### src/rtl/cfgs_pkg.sv
`timescale 1ns/1ps
package cfgs_pkg;

    typedef enum logic [2:0] {
        ST_PWRUP,
        ST_CLEAR,
        ST_PAUSE,
        ST_SHIFT,
        ST_CASC
    } strm_state_t;

endpackage

### src/rtl/cfgs_pwrup_timer.sv
`timescale 1ns/1ps
module cfgs_pwrup_timer #(
    parameter int PWRUP_CYCLES = 4
) (
    input  logic clk,
    input  logic rst_n,
    output logic ready
);
    localparam int CW = $clog2(PWRUP_CYCLES + 1);

    logic [CW-1:0] cnt_q;

    always_ff @(posedge clk or negedge rst_n) begin
        if (!rst_n) begin
            cnt_q <= '0;
            ready <= 1'b0;
        end else if (!ready) begin
            if (cnt_q == CW'(PWRUP_CYCLES - 1)) begin
                ready <= 1'b1;
            end else begin
                cnt_q <= cnt_q + 1'b1;
            end
        end
    end

    // once set, ready never drops without a power-up reset
    a_r1_ready_sticky: assert property (@(posedge clk) disable iff (!rst_n)
        ready |=> ready);

endmodule

### src/rtl/cfgs_image_mem.sv
`timescale 1ns/1ps
module cfgs_image_mem #(
    parameter int IMG_BYTES = 8
) (
    input  logic                               clk,
    input  logic                               rst_n,
    input  logic                               wr_en,
    input  logic [$clog2(IMG_BYTES+1)-1:0]     wr_addr,
    input  logic [7:0]                         wr_data,
    input  logic [$clog2(IMG_BYTES*8)-1:0]     rd_bit_idx,
    output logic                               rd_bit,
    output logic                               rst_pol_hi
);
    localparam int WR_AW   = $clog2(IMG_BYTES + 1);
    localparam int BIT_AW  = $clog2(IMG_BYTES * 8);
    localparam int BYTE_AW = BIT_AW - 3;

    logic [7:0] img_q [IMG_BYTES];

    logic [BYTE_AW-1:0] rd_byte;
    logic [2:0]         rd_sel;

    always_ff @(posedge clk) begin
        if (wr_en && (wr_addr < WR_AW'(IMG_BYTES))) begin
            img_q[wr_addr[BYTE_AW-1:0]] <= wr_data;
        end
    end

    always_ff @(posedge clk or negedge rst_n) begin
        if (!rst_n) begin
            rst_pol_hi <= 1'b0;
        end else if (wr_en && (wr_addr == WR_AW'(IMG_BYTES))) begin
            rst_pol_hi <= wr_data[0];
        end
    end

    always_comb begin
        rd_byte = rd_bit_idx[BIT_AW-1:3];
        rd_sel  = rd_bit_idx[2:0];
        rd_bit  = img_q[rd_byte][rd_sel];
    end

endmodule

### src/rtl/cfgs_stream_fsm.sv
`timescale 1ns/1ps
module cfgs_stream_fsm
    import cfgs_pkg::*;
#(
    parameter int IMG_BITS = 64
) (
    input  logic                        clk,
    input  logic                        rst_n,
    input  logic                        ready,
    input  logic                        rst_act,
    input  logic                        cs_n,
    output logic [$clog2(IMG_BITS)-1:0] bit_idx,
    output logic                        run,
    output logic                        casc
);
    localparam int BIT_AW = $clog2(IMG_BITS);
    localparam logic [BIT_AW-1:0] LAST_IDX = BIT_AW'(IMG_BITS - 1);

    strm_state_t state_q, state_d;

    // state register
    always_ff @(posedge clk or negedge rst_n) begin
        if (!rst_n) begin
            state_q <= ST_PWRUP;
        end else begin
            state_q <= state_d;
        end
    end

    // next state
    always_comb begin
        state_d = state_q;
        unique case (state_q)
            ST_PWRUP: begin
                if (ready) state_d = ST_CLEAR;
            end
            ST_CLEAR, ST_PAUSE, ST_SHIFT: begin
                if (rst_act)                state_d = ST_CLEAR;
                else if (cs_n)              state_d = ST_PAUSE;
                else if (bit_idx == LAST_IDX) state_d = ST_CASC;
                else                        state_d = ST_SHIFT;
            end
            ST_CASC: begin
                if (rst_act) state_d = ST_CLEAR;
            end
            default: state_d = ST_PWRUP;
        endcase
    end

    // outputs
    always_comb begin
        run  = 1'b0;
        casc = 1'b0;
        unique case (state_q)
            ST_PWRUP: ;
            ST_CLEAR, ST_PAUSE, ST_SHIFT: run = !rst_act && !cs_n;
            ST_CASC: casc = 1'b1;
            default: ;
        endcase
    end

    // bit position counter
    always_ff @(posedge clk or negedge rst_n) begin
        if (!rst_n) begin
            bit_idx <= '0;
        end else if ((state_q == ST_PWRUP) || rst_act) begin
            bit_idx <= '0;
        end else if (run && (bit_idx != LAST_IDX)) begin
            bit_idx <= bit_idx + 1'b1;
        end
    end

    // nothing leaves the power-up state before ready
    a_r1_ready_gate: assert property (@(posedge clk) disable iff (!rst_n)
        !ready |-> (state_q == ST_PWRUP));

    // a reset level clears position and cascade
    a_r2_clear: assert property (@(posedge clk) disable iff (!rst_n)
        (rst_act && state_q != ST_PWRUP) |=> (bit_idx == '0 && state_q == ST_CLEAR));

    // select high freezes the position
    a_r3_frozen: assert property (@(posedge clk) disable iff (!rst_n)
        (state_q != ST_PWRUP && !rst_act && cs_n) |=> $stable(bit_idx));

    // each driving edge steps the position by one
    a_r4_advance: assert property (@(posedge clk) disable iff (!rst_n)
        (run && bit_idx != LAST_IDX) |=> (bit_idx == $past(bit_idx) + 1'b1));

    // the exhausted state holds until a reset level
    a_r5_casc_sticky: assert property (@(posedge clk) disable iff (!rst_n)
        (state_q == ST_CASC && !rst_act) |=> (state_q == ST_CASC));

endmodule

### src/rtl/cfg_bitstream_streamer.sv
`timescale 1ns/1ps
module cfg_bitstream_streamer #(
    parameter int IMG_BYTES    = 8,
    parameter int PWRUP_CYCLES = 4
) (
    input  logic                           clk,
    input  logic                           rst_n,
    input  logic                           wr_en,
    input  logic [$clog2(IMG_BYTES+1)-1:0] wr_addr,
    input  logic [7:0]                     wr_data,
    input  logic                           oe_rst,
    input  logic                           cs_n,
    output logic                           ser_data,
    output logic                           ser_oe,
    output logic                           casc_n,
    output logic                           ready
);
    localparam int IMG_BITS = IMG_BYTES * 8;
    localparam int BIT_AW   = $clog2(IMG_BITS);

    logic [BIT_AW-1:0] bit_idx;
    logic              rd_bit;
    logic              rst_pol_hi;
    logic              rst_act;
    logic              run;
    logic              casc;

    cfgs_pwrup_timer #(
        .PWRUP_CYCLES (PWRUP_CYCLES)
    ) u_timer (
        .clk   (clk),
        .rst_n (rst_n),
        .ready (ready)
    );

    cfgs_image_mem #(
        .IMG_BYTES (IMG_BYTES)
    ) u_mem (
        .clk        (clk),
        .rst_n      (rst_n),
        .wr_en      (wr_en),
        .wr_addr    (wr_addr),
        .wr_data    (wr_data),
        .rd_bit_idx (bit_idx),
        .rd_bit     (rd_bit),
        .rst_pol_hi (rst_pol_hi)
    );

    // reset level of oe_rst equals the stored polarity bit
    assign rst_act = (oe_rst == rst_pol_hi);

    cfgs_stream_fsm #(
        .IMG_BITS (IMG_BITS)
    ) u_fsm (
        .clk     (clk),
        .rst_n   (rst_n),
        .ready   (ready),
        .rst_act (rst_act),
        .cs_n    (cs_n),
        .bit_idx (bit_idx),
        .run     (run),
        .casc    (casc)
    );

    assign ser_oe   = run;
    assign ser_data = run & rd_bit;
    assign casc_n   = ~casc;

    // quiet line and released cascade before ready
    a_r1_pwrup_quiet: assert property (@(posedge clk) disable iff (!rst_n)
        !ready |-> (!ser_oe && casc_n));

    // no drive once the cascade output is asserted
    a_r5_no_contention: assert property (@(posedge clk) disable iff (!rst_n)
        !casc_n |-> !ser_oe);

    // data value parked at zero when not driving
    a_r8_parked: assert property (@(posedge clk) disable iff (!rst_n)
        !ser_oe |-> !ser_data);

endmodule

### config.mk
export PLATFORM = sky130hd
export DESIGN_NAME = cfg_bitstream_streamer
export DESIGN_NICKNAME = d
export VERILOG_FILES = /design/src/rtl/cfgs_pkg.sv /design/src/rtl/cfgs_pwrup_timer.sv /design/src/rtl/cfgs_image_mem.sv /design/src/rtl/cfgs_stream_fsm.sv /design/src/rtl/cfg_bitstream_streamer.sv
export SDC_FILE = /design/constraint.sdc
export NUM_CORES = 1
export LEC_CHECK = 0
export CAP_MARGIN = 25
export CORE_ASPECT_RATIO = 0.7
export CORE_MARGIN = 8
export CORE_UTILIZATION = 50
export CTS_BUF_LIST = sky130_fd_sc_hd__clkbuf_8
export CTS_CLUSTER_SIZE = 12
export DETAILED_ROUTE_END_ITERATION = 10
export GPL_TIMING_DRIVEN = 0
export PLACE_DENSITY = 0.8
export SYNTH_ARGS = -nofsm -noshare
export SYNTH_HDL_FRONTEND = slang
export SYNTH_SLANG_ARGS = --single-unit
### constraint.sdc
create_clock -name clk -period 2.6 [get_ports clk]
set_input_delay 0.52 -clock clk [delete_from_list [all_inputs] [get_ports clk]]
set_output_delay 0.52 -clock clk [all_outputs]
set_load 0.02 [all_outputs]
Word-level counts from Yosys, hierarchy flattened. Memories as Yosys holds them, arrays and structs flattened. Cells that the tools add are included.

Input bits: 17. Bits in registers: 14. Output and inout bits: 4. Memories: 1. Memory bits (writable): 64. Logic and storage cells: 53.

$add $sub $neg: 2. Magnitude comparators: 2. Multiplexer cells: 16. Reductions and logical operators: 12. Equal/unequal tests: 11. Bitwise gates (word level): 4.

Memories: u_mem.img_q (words 8, bits a word 8, rd ports 1, clocked after Yosys merged registers in 0, wr ports 1, RTL line cfgs_image_mem.sv:18) `logic [7:0] img_q [IMG_BYTES];`.

Operators with widths (count): $mux W3 (5); $mux W6 (2); $eq A3 B2 Y1 const B (3); $pmux W3 S3 (1); $mux W1 (7); $add A6 B1 Y6 const B (1); $eq A6 B6 Y1 const B (1); $ne A6 B6 Y1 const B (1); $eq A4 B4 Y1 const B (1); $logic_and A1 B1 Y1 (4); $lt A3 B4 Y1 const B (1); $lt A4 B4 Y1 const B (1); $reduce_and A2 Y1 (2); $add A3 B1 Y3 const B (1); $bmux W1 S3 (1); $eq A3 B1 Y1 const B (1); $eq A3 B3 Y1 const B (1); $logic_not A3 Y1 (1); $not A1 Y1 (3); $reduce_or A3 Y1 (1); $logic_not A1 Y1 (2); $ne A2 B1 Y1 const B (1); $ne A2 B2 Y1 const B (1); $reduce_bool A2 Y1 (1); other kinds (3) (3).

Longest topological paths before layout.
Word-level depth: 7. Gate-level depth with buffers: 7. Mapped depth without buffers: 6.

Modules after synthesis. A second synthesis with hierarchy kept.

Cell total of the unflattened synthesis: 211. Area, all modules: 3309.4 sq um.

By module, submodules not included: cfgs_image_mem (seq. area each 1946.9 sq um, times used 1, area each 2633.8 sq um, cells each 143); cfgs_stream_fsm (seq. area each 225.2 sq um, times used 1, area each 476.7 sq um, cells each 52); cfgs_pwrup_timer (seq. area each 100.1 sq um, times used 1, area each 180.2 sq um, cells each 13); cfg_bitstream_streamer (seq. area each 0.0 sq um, times used 1, area each 18.8 sq um, cells each 3).

Worst setup path after synthesis. Ideal clock, no wire load.

Kind: input -> output. From: input port oe_rst. To: output port ser_data. Data required time: 2080 ps. Setup slack: 292 ps. Path buffers: 0. Arrival: 1788 ps. Stages: 4. Cell sequence: xnor2_1 nor4_4 o2111ai_2 a22oi_1.

Cells in the longest elaborated chain, start to end: 5.

Ends and longest elaborated chain: start, declared (RTL line cfg_bitstream_streamer.sv:11) `input logic oe_rst,`; $eq A1 B1 Y1 (RTL line cfg_bitstream_streamer.sv:50) `assign rst_act = (oe_rst == rst_pol_hi);`; $logic_not A1 Y1 (RTL line cfgs_stream_fsm.sv:56) `ST_CLEAR, ST_PAUSE, ST_SHIFT: run = !rst_act && !cs_n;`; $logic_and A1 B1 Y1 (RTL line cfgs_stream_fsm.sv:56); $mux W1 (RTL line cfgs_stream_fsm.sv:54) `unique case (state_q)`; named net ser_oe (RTL line cfg_bitstream_streamer.sv:14) `output logic ser_oe,`; $and A1 B1 Y1 (RTL line cfg_bitstream_streamer.sv:66) `assign ser_data = run & rd_bit;`; end, declared (RTL line cfg_bitstream_streamer.sv:13) `output logic ser_data,`.

The timed path passes the listed nets, and every way through them passes these cells.

Final worst setup path.
From: register u_fsm.bit_idx[3]. To: output port ser_data.

Cells in the longest elaborated chain, start to end: 4.

Ends and longest elaborated chain: start, declared (RTL line cfgs_stream_fsm.sv:12) `output logic [$clog2(IMG_BITS)-1:0] bit_idx,`; start signal, assigned (RTL line cfgs_stream_fsm.sv:69) `bit_idx <= bit_idx + 1'b1;`; $mem_v2 Z8 W8; $bmux W1 S3 (RTL line cfgs_image_mem.sv:40) `rd_bit = img_q[rd_byte][rd_sel];`; $mux W1 (implied by the code) (RTL line cfgs_image_mem.sv:40); $and A1 B1 Y1 (RTL line cfg_bitstream_streamer.sv:66).

Every way passes these cells. The select of a mux whose other input is x is not followed.

==> out/qor.yml <==
h-tree-depth: 3
ys_warn_count: 0
clock_skew_ns: 0.00198
cp_num_cells: 6
die_y_um: 84.0
synthSimpleGateAreaFrac: 0.0834
syn_avg_cell_area_sq_um: 17.1
required_ns: 2.08
io_buffer_count: 20
antenna_found_initial: 0
io_pins: 21
end_kind: "output port"
period_share: 1.03
cts_root_buf: "clkbuf_8"
power_leakage_nw: 1.34
netlist_area_sq_mm: 0.00330
hold_buffers: 0
die_area_sq_mm: 0.00950
synthAdderAreaFrac: 0.0114
synth_top_family_by_area: "multiplexers"
clock_latency_ns: 0.35
busiest_layer: "met2"
area_delta_synth_final_pct: 18.4
wl_um: 6390
slew_violations: 0
final_cell_area_sq_mm: 0.00391
crit_path_end: "ser_data"
cp-start-kind: "flop"
dpl.hpwl_um: 4220
placedCellCount: 293
die_w_um: 113
ys_seq_area_frac: 0.688
synth_cell_type_count: 40
synth_compound_area_frac: 0.0349
gp_congestion: 0.753
critPathMaxFanout: 5
crit_chain: "buf_6 > mux4_2 > mux2_2 > o2111ai_2 > a22oi_2 > buf_6"
viasPerCell: 5.77
r2r_end: "u_fsm.bit_idx[1]$_DFFE_PN0P_"
final_util: 0.620
drc_errors: 0
synthesis.nets: 213
mostFrequentLayoutCell: "edfxtp_1"
clock_path_buffers: 2
synthXorXnorAreaFrac: 0.0186
layout.cells.non_filler: 318
drive_above_1_share: 0.213
clock.fmax_mhz: 374
fin_ws_ns: -0.0767
status: "complete, but fails checks"
violations: "setup timing"
crit_top_cell: "buf_6"
tightestPinTransition_ns: 0.928
cts_tree: "built"
place_area_sq_mm: 0.00361
antenna_cells: 0
crit_path_top_delay_cell: "mux4_2"
comb_power_share: 0.094
grt_max_degree: 15
hold_violations: 0
synth_cells: 193
cap_viol_max_count: 0
layout_common_cells: "edfxtp_1, nor2_1, clkdlybuf4s50_1, dfrtp_1, buf_4"
r2r-start: "u_mem.rst_pol_hi$_DFFE_PN0P_"
grt.total_usage: 0.141
synthMuxAreaShare: 0.142
core_sq_mm: 0.00631
post-place-ws_ns: -0.676
hp-class: "flop to flop"
grt_use_met2: 0.217
seq_power_share: 0.559
firstDrtPassIters: 4
p_sw_uw: 598
worstRegToRegCells: 7
final-setup-viol-count: 1
cp_slowest_stage_delay_ns: 0.50
row_count: 24
critPathBufInv: 2
p_per_area_mw_per_mm2: 649
cp_data_arrival_time_ns: 2.16
regToRegSetupSlack_ns: 0.67
clk_pin_slew_ns: 0.08
max_slew_margin: 0.379
antenna_left: 0
vdd_drop_max_v: 0.000413
rsz0062_at_grt: "true"
internal_power_mw: 1.94
use_met3: 0.0506
period_needed_ns: 2.68
crit_family: "multiplexers"
num_vias: 1834
layout.nets: 255
path_class: "flop to output port"
avgRoutedWirePerCell_um: 20.1
clockPowerShare: 0.348
grt_pass1_vias: 1884
clock-sinks: 78
initial_core_util: 0.524
p_sw_frac: 0.236
ys_ff_latch: 78
dr.first_iter.drc_count: 87
cts_made_buffers: 9
crit_path_start: "u_fsm.bit_idx[3]$_DFFE_PN0P_"
use_met1: 0.180
grt.overflow.total: 0
grt_pass1_wl_um: 9850
==> cell families after synthesis <==
family / count (synthesis)
flops: 78
simple gates: 53
mux: 26
compound gates: 14
buf+inv: 12
xor+xnor: 7
fa+ha+maj: 3
==> layout make-up <==
cell class	count	area [sq um]
fillers	483	2400
flip-flops and latches	78	2270
multi-input cells	103	985
repair buffers	31	285
clock buffers	9	124
well taps	78	97.6
plain buffers	8	66.3
clock inverters	7	65.1
inverters	4	15.0
==> stage by stage <==
step	power (mW)	TNS [ns]	hold slack (ns)
floorplan	1.56	0	0.224
finish	2.54	-0.0767	0.482
detailed placement	1.65	-1.82	0.467
global placement	1.65	-4.43	0.461
global route	2.60	-0.163	0.518
CTS	2.53	-0.124	0.481
==> worst min-delay path by stage <==
stage / from / endpoint / cells after the start
after global placement: u_timer.cnt_q[0]$_DFFE_PN0P_ / u_timer.cnt_q[0]$_DFFE_PN0P_ / 1
after CTS: u_timer.cnt_q[0]$_DFFE_PN0P_ / u_timer.cnt_q[0]$_DFFE_PN0P_ / 1
after detailed placement: u_timer.cnt_q[0]$_DFFE_PN0P_ / u_timer.cnt_q[0]$_DFFE_PN0P_ / 1
after global routing: u_timer.cnt_q[0]$_DFFE_PN0P_ / u_timer.cnt_q[0]$_DFFE_PN0P_ / 1
after floorplan: rst_n / u_fsm.bit_idx[0]$_DFFE_PN0P_ / 0
final: u_timer.cnt_q[0]$_DFFE_PN0P_ / u_timer.cnt_q[0]$_DFFE_PN0P_ / 1
==> flip-flops by register name, indices dropped and copies added, names as in the netlist <==
| register | cells |
|---|---|
| u_fsm.state_q | 3 |
| u_timer.cnt_q | 3 |
| u_timer.ready | 1 |
| u_fsm.bit_idx | 6 |
| u_mem.img_q | 64 |
| u_mem.rst_pol_hi | 1 |
==> power by group through the flow <==
stage               clock network (mW)  registers, mW  logic [mW]
finish                           0.882           1.42       0.238
global route                     0.924           1.42       0.258
CTS                              0.890           1.41       0.229
detailed placement                   0           1.44       0.214
global placement                     0           1.44       0.208
floorplan                            0           1.43       0.130
==> cells in the mapped netlist <==
| cell | n | area (sq um) |
|---|---|---|
| a221oi_1 | 1 | 8.76 |
| clkbuf_1 | 2 | 7.51 |
| nor4_4 | 1 | 21.3 |
| nor3_1 | 3 | 15.0 |
| o211ai_1 | 1 | 7.51 |
| and4b_1 | 1 | 10.0 |
| o2111ai_2 | 1 | 15.0 |
| buf_12 | 1 | 20.0 |
| xnor2_1 | 2 | 17.5 |
| a311o_1 | 1 | 10.0 |
| a211oi_1 | 2 | 15.0 |
| buf_6 | 1 | 11.3 |
| a22oi_1 | 1 | 7.51 |
| edfxtp_1 | 64 | 1920 |
| or3b_2 | 1 | 8.76 |
| ha_1 | 3 | 37.5 |
| inv_1 | 4 | 15.0 |
| a2bb2oi_1 | 3 | 26.3 |
| mux2i_1 | 7 | 70.1 |
| nand3b_1 | 1 | 7.51 |
| nor2b_1 | 2 | 12.5 |
| or2_2 | 1 | 6.26 |
| and2_1 | 2 | 12.5 |
| buf_1 | 1 | 3.75 |
| nand2_1 | 9 | 33.8 |
| buf_2 | 3 | 15.0 |
| nor2_1 | 19 | 71.3 |
| nand2b_1 | 3 | 18.8 |
| a21oi_1 | 2 | 10.0 |
| a31oi_1 | 1 | 6.26 |
| nor4_1 | 2 | 12.5 |
| xor2_1 | 5 | 43.8 |
| mux2_2 | 6 | 67.6 |
| nand3_1 | 4 | 20.0 |
| mux4_2 | 3 | 67.6 |
| nand4_1 | 2 | 12.5 |
| and3_1 | 2 | 12.5 |
| dfrtp_1 | 14 | 350 |
| a211o_1 | 1 | 8.76 |
| mux4_1 | 10 | 263 |
==> routing by layer <==
layer  share of wire  up-vias
met5               0        -
met3           0.056        9
met2            0.46       41
li1                -      841
met4           0.013        0
met1            0.47      943
==> timing repair <==
| item | in CTS | in global routing |
|---|---|---|
| setup endpoints to repair | 2 | 2 |
| pin swaps | 3 | 4 |
| setup buffers | 5 | 3 |
| resized for setup | 15 | 8 |
| gates cloned | 1 | 0 |
Power figures use the tool's default switching activity.
